## src/rtl/dbu_pkg.sv

```systemverilog
package dbu_pkg;
  localparam int unsigned XW    = 32;
  localparam int unsigned OPW   = 6;
  localparam int unsigned OFFW  = 16;
  localparam int unsigned STEP  = 4;
  localparam logic [OPW-1:0] OP_BEQ = 6'b000100;
  localparam logic [XW-1:0]  NOP_WORD = '0;

  typedef logic [XW-1:0] word_t;

  // sequential fetch address
  function automatic word_t seq_addr(input word_t pc);
    return pc + word_t'(STEP);
  endfunction

  // target = following address + (sign-extended offset * 4)
  function automatic word_t branch_addr(input word_t pc4, input logic [OFFW-1:0] off);
    word_t ext;
    ext = {{(XW-OFFW){off[OFFW-1]}}, off};
    return pc4 + (ext << 2);
  endfunction

  function automatic logic opc_is_beq(input logic [OPW-1:0] op);
    return op == OP_BEQ;
  endfunction
endpackage

```

## src/rtl/dbu_pc.sv

```systemverilog
module dbu_pc
  import dbu_pkg::*;
#(
  parameter word_t RESET_PC = '0
) (
  input  logic  clk,
  input  logic  rst_n,
  input  word_t pc_d,
  output word_t pc_q
);
  always_ff @(posedge clk) begin
    if (!rst_n) pc_q <= RESET_PC;
    else        pc_q <= pc_d;
  end
endmodule

```

## src/rtl/dbu_ifid.sv

```systemverilog
module dbu_ifid
  import dbu_pkg::*;
(
  input  logic  clk,
  input  logic  rst_n,
  input  logic  kill,
  input  word_t fetch_word,
  input  word_t fetch_pc4,
  output word_t dec_word,
  output word_t dec_pc4
);
  always_ff @(posedge clk) begin
    if (!rst_n || kill) begin
      dec_word <= NOP_WORD;
      dec_pc4  <= '0;
    end else begin
      dec_word <= fetch_word;
      dec_pc4  <= fetch_pc4;
    end
  end
endmodule

```

## src/rtl/dbu_resolve.sv

```systemverilog
module dbu_resolve
  import dbu_pkg::*;
(
  input  logic [OPW-1:0]  op,
  input  logic [OFFW-1:0] off,
  input  word_t           src_a,
  input  word_t           src_b,
  input  word_t           dec_pc4,
  input  word_t           seq_pc,
  output logic            take,
  output word_t           target,
  output word_t           pc_sel
);
  logic same;
  assign same   = (src_a == src_b);
  assign take   = opc_is_beq(op) && same;
  assign target = branch_addr(dec_pc4, off);
  assign pc_sel = take ? target : seq_pc;
endmodule

```

## src/rtl/dec_branch_unit.sv

```systemverilog
module dec_branch_unit
  import dbu_pkg::*;
#(
  parameter logic [31:0] RESET_PC = 32'h0000_0000
) (
  input  logic        clk,
  input  logic        rst_n,
  output logic [31:0] imem_addr,
  input  logic [31:0] imem_rdata,
  input  logic [31:0] rf_a,
  input  logic [31:0] rf_b,
  output logic [31:0] id_instr,
  output logic [31:0] id_pc_plus4,
  output logic        flush,
  output logic [31:0] next_pc
);
  word_t pc_now;
  word_t pc_inc;
  word_t br_tgt;
  word_t pc_nxt;
  logic  br_take;
  word_t dec_word;
  word_t dec_pc4;

  assign pc_inc = seq_addr(pc_now);

  dbu_pc #(.RESET_PC(RESET_PC)) u_pc (
    .clk  (clk),
    .rst_n(rst_n),
    .pc_d (pc_nxt),
    .pc_q (pc_now)
  );

  dbu_ifid u_ifid (
    .clk       (clk),
    .rst_n     (rst_n),
    .kill      (br_take),
    .fetch_word(imem_rdata),
    .fetch_pc4 (pc_inc),
    .dec_word  (dec_word),
    .dec_pc4   (dec_pc4)
  );

  dbu_resolve u_res (
    .op     (dec_word[XW-1 -: OPW]),
    .off    (dec_word[OFFW-1:0]),
    .src_a  (rf_a),
    .src_b  (rf_b),
    .dec_pc4(dec_pc4),
    .seq_pc (pc_inc),
    .take   (br_take),
    .target (br_tgt),
    .pc_sel (pc_nxt)
  );

  assign imem_addr   = pc_now;
  assign id_instr    = dec_word;
  assign id_pc_plus4 = dec_pc4;
  assign flush       = br_take;
  assign next_pc     = pc_nxt;
endmodule

```

## config.mk

```make
export PLATFORM = sky130hd
export DESIGN_NAME = dec_branch_unit
export DESIGN_NICKNAME = d
export VERILOG_FILES = /design/src/rtl/dbu_pkg.sv /design/src/rtl/dbu_pc.sv /design/src/rtl/dbu_ifid.sv /design/src/rtl/dbu_resolve.sv /design/src/rtl/dec_branch_unit.sv
export SDC_FILE = /design/constraint.sdc
export NUM_CORES = 1
export LEC_CHECK = 0
export BUFFER_PORTS_ARGS = -buffer_cell sky130_fd_sc_hd__buf_2
export CORE_ASPECT_RATIO = 2
export CORE_MARGIN = 5
export CORE_UTILIZATION = 48
export CTS_CLUSTER_SIZE = 25
export DETAILED_ROUTE_END_ITERATION = 6
export PLACE_DENSITY = 0.79
export SLEW_MARGIN = 20
export SYNTH_ARGS = -nofsm -noshare
export SYNTH_HDL_FRONTEND = slang
export SYNTH_SLANG_ARGS = --single-unit
```

## constraint.sdc

```tcl
create_clock -name clk -period 3.7 [get_ports clk]
set_clock_uncertainty 0.2 [all_clocks]
set_input_delay 0.185 -clock clk [delete_from_list [all_inputs] [get_ports clk]]
set_output_delay 0.185 -clock clk [all_outputs]
set_load 0.1 [all_outputs]
```

After elaboration in Yosys (flattened, before gate mapping). Cells that the tools add are included.

Add/subtract/negate cells: 2. Eq/ne operators: 2. Multiplexer cells: 1. Reductions and logical operators: 3.

Operators by type and width (count): adder 32 x 3 -> 32 bit (second input constant) (1); adder 32 bit (1); equality test 32 bit (1); 2-to-1 mux 32 bit (1); equality test 6 x 3 -> 1 bit (second input constant) (1); logical AND 1 bit (1); logical NOT 1 bit (1); logical OR 1 bit (1).

Register bits after elaboration: 96. Logic and storage cells: 11.

Logic depth before layout (Yosys ltp).
Word-level depth: 3. Gate-level depth with buffers: 11. Depth with buffers taken out: 11.

Modules after synthesis. From an unflattened synthesis, not the netlist that was laid out.

Cell total of the unflattened synthesis: 633. Area total of the unflattened synthesis: 5804.3 um^2.

By module, submodules not included: dbu_resolve (times used 1, cells an instance 344, area an instance 2394.8 um^2, seq. area each 0.0 um^2); dbu_ifid (times used 1, cells an instance 141, area an instance 1948.1 um^2, seq. area each 1281.2 um^2); dbu_pc (times used 1, cells an instance 67, area an instance 895.9 um^2, seq. area each 640.6 um^2); dec_branch_unit (times used 1, cells an instance 81, area an instance 565.5 um^2, seq. area each 0.0 um^2).

Worst setup path before layout. OpenSTA, ideal clock, no wires.

Kind: flip-flop to output port. From: register u_ifid.dec_word[15]. To: output next_pc[28]. Arrival: 4.330 ns. Path slack: -1.015 ns. Stages on the path, launching flop included: 11. Path buffers: 1. Path through: dfxtp_1 > ha_1 > buf_6 > a21oi_1 > and2b_2 > o21ai_0 > a21oi_1 > a31oi_1 > o21ai_1 > xnor2_1 > mux2i_1.

Word-level cells in the longest chain between the ends: 2.

Ends and longest elaborated chain: start, declared (RTL line dbu_ifid.sv:9) `output word_t dec_word,`; start signal, assigned (RTL line dbu_ifid.sv:17) `dec_word <= fetch_word;`; adder 32 bit (RTL line dbu_pkg.sv:20) `return pc4 + (ext << 2);`; 2-to-1 mux 32 bit (RTL line dbu_resolve.sv:18) `assign pc_sel = take ? target : seq_pc;`; end, declared (RTL line dec_branch_unit.sv:15) `output logic [31:0] next_pc`.

Every way passes these cells.

Final worst setup path.
From: register u_ifid.dec_word[15]. To: output next_pc[31].

The elaborated chain is that of the path after synthesis.

==> out/results.ini <==
[critical_path]
r2r_start = u_ifid.dec_word[0]$_SDFF_PP0_
crit_path_frequent_cell = a21oi_1
cpPeakStageDelay_ns = 0.58
endpoint_kind = output port
cp_max_fo = 16
arrival_ns = 3.21
crit_path_cell_trace = ha_1 > a21oi_1 > o21bai_1 > a21oi_1 > o21ai_0 > a211oi_1 > o21ai_0 > a21oi_1 > xnor2_1 > a21oi_4 > buf_4
cp-start-kind = flip-flop
cpLargestDelayFamily = compound AO/OA/AOI/OAI gates
crit_buf_inv = 1
required_ns = 3.31
critical_path_class = reg2out
critPathLaunch = u_ifid.dec_word[15]$_SDFF_PP0_
crit_slowest_cell = dfxtp_2

[clock_tree]
insertion_delay_ns = 0.35
cts_buffers = 9
clock_sinks = 96
tritoncts = done
clkSlewWorstSetupHoldPaths_ns = 0.08
h-tree-depth = 3
clock_path_buffers = 2
cts_root_buf = clkbuf_16

[global_route]
grt_use_total_pct = 26.8
overflow = 0
antenna_found_initial = 4
grt_max_degree = 45
grt_pass1_vias = 5612
grt_pass1_wl_mm = 28.2

[floorplanning]
coreArea_um2 = 10900
row_count = 54
io_pins = 227
initial_core_util_pct = 48.6
die_h_um = 158
die_w_um = 84.2
dieArea_um2 = 13300

[power_and_ir_drop]
power_leakage_nw = 3.49
powerDensity_nw_per_um2 = 336
ir_drop_mv = 0.352

[route]
drc_errors = 0
wl_mm = 18.2
drt_pass1_iterations = 5
drt_iter0_markers = 221
wl_per_cell_um = 18.5
viasPerCell = 5.37
vias = 5297
ant_nets = 0

[synth]
synth.distinct_cells = 61
syn-mean-instance-area_um2 = 9.05
synth-seq-area-share_pct = 36.4
ys_seq_elements = 96
synth-main-ff-cell = dfxtp_1
netlist_instances = 584
yosys_warnings = 0
async_flop_share_pct = 0
syn_area_um2 = 5280
synth-edff-count = 0
synth.net_count = 713

[min_path]
worstHoldStart = rst_n
hold_class = in2reg

[cells_and_area]
layout_commonest_cell = buf_2
area_growth_pct = 39.7
n_fill_cell = 849
layout_common_cells = buf_2 (219), dfxtp_1 (94), and2_1 (64)
drive_gt1_share_pct = 35.1
final_cells = 987
fin_nets = 969

[placement]
port_buffers = 226
dpl.cell_count = 936
gp_congestion = 0.955
hpwl_mm = 14.1

[timing]
worst-slew-pin-transition_ns = 0.749
slew-limit-headroom_pct = 50.0
hold_violations = 0
period_minus_slack_ns = 3.60
maxSlewViolCount = 0
post-route-period-util_pct = 97.2
timing.fmax_mhz = 278
rsz0062_at_grt = yes
setup_viol = 0
whs_ns = 0.0709

[run_status]
status = finished, final reports clean

[flow_run]
max_cap_violations = 0

layout make-up:
type | instances | area, um^2 | share of cell area [%]
Inverter | 9 | 33.8 | 0.458
Antenna cell | 2 | 5.00 | 0.0678
Clock buffer | 10 | 239 | 3.24
Multi-Input combinational cell | 460 | 3400 | 46.1
Clock inverter | 6 | 57.6 | 0.780
Tap cell | 140 | 175 | 2.37
Sequential cell | 96 | 1920 | 26.1
Timing Repair Buffer | 264 | 1550 | 20.9
kinds of logic (layout without fill, tap and decap cells):
| kind of cell | after synthesis | in the layout | share of synthesized area (%) |
|---|---|---|---|
| simple gates | 214 | 214 | 21.5 |
| compound gates | 105 | 105 | 12.6 |
| flops | 96 | 96 | 36.4 |
| xor+xnor | 89 | 89 | 14.8 |
| fa+ha+maj | 31 | 31 | 7.48 |
| buf+inv | 28 | 289 | 3.22 |
| mux | 21 | 21 | 4.07 |
| other cells | 0 | 2 | 0 |
worst reg2reg max path: cells and delay by family, from the launching register on:
family	cells	cell delay (ns)
flip-flops	1	0.32
AO/OA/AOI/OAI	6	1.13
XOR/XNOR	1	0.23
AND/OR/NAND/NOR	2	0.32
adder cells (fa/ha/maj)	2	0.67
worst paths after layout:
kind / end / slack, ns / cells after the start
setup / recovery: next_pc[31] / 0.10 / 11
hold / removal: u_pc.pc_q[0]$_SDFF_PN0_ / 0.07 / 2
setup reg to reg: u_pc.pc_q[24]$_SDFF_PN0_ / 0.69 / 11
hold reg to reg: u_ifid.dec_pc4[0]$_SDFF_PP0_ / 0.28 / 1
state kept, by name, summed over array words and instances, names as in the netlist:
name / count
u_ifid.dec_pc4: 32
u_ifid.dec_word: 32
u_pc.pc_q: 32
cells in the mapped netlist, types with 11 or more instances:
cell type	count	area, um^2
dfxtp_1	96	1920
and2_1	64	400
xor2_1	60	526
nor2_1	52	195
a21oi_1	35	175
nand2_1	35	131
ha_1	30	375
xnor2_1	29	254
nand3_1	19	95.1
mux2i_1	17	170
o21bai_1	12	90.1
o21ai_0	11	55.1
power breakdown:
part | leakage, nW | switching (mW) | total (mW) | internal, mW
Sequential | 0.784 | 0.0183 | 1.08 | 1.06
Combinational | 2.56 | 0.335 | 0.477 | 0.141
Clock | 0.148 | 0.439 | 0.932 | 0.493
Total | 3.49 | 0.793 | 2.48 | 1.69
through the flow:
step | total power, mW | instance area (um^2) | setup TNS (ns) | utilization [%] | setup slack [ns]
after floorplan | 1.42 | 5460 | -5.64 | - | -0.519
after global placement | 1.53 | 6680 | 0 | 61.4 | 0.397
after detailed placement | 1.54 | 6680 | 0 | 61.4 | 0.337
after CTS | 2.49 | 7310 | 0 | 67.2 | 0.00820
after global routing | 2.57 | 7380 | -0.0250 | 67.9 | -0.0204
final | 2.48 | 7380 | 0 | 67.9 | 0.102
layer usage:
metal  up-vias  part of all wire, %  GRT usage [%]  wire length [um]
met1      2490                   34           25.6              6270
met2       219                   55           51.8              9960
li1       2523                    -              -                 -
met3        61                  6.9           7.30              1250
met5         -                 0.15              0                27
met4         4                  4.0           13.2               729
what timing repair did:
action | CTS | global route
cloned | 0 | 0
buffers inserted | 0 | 1
resized for setup | 5 | 14
hold buffers | 32 | 0
pin swaps | 0 | 3
endpoints found under the hold margin | 32 | 0
setup endpoints to repair | 5 | 6
(Power assumes the default switching activity.)
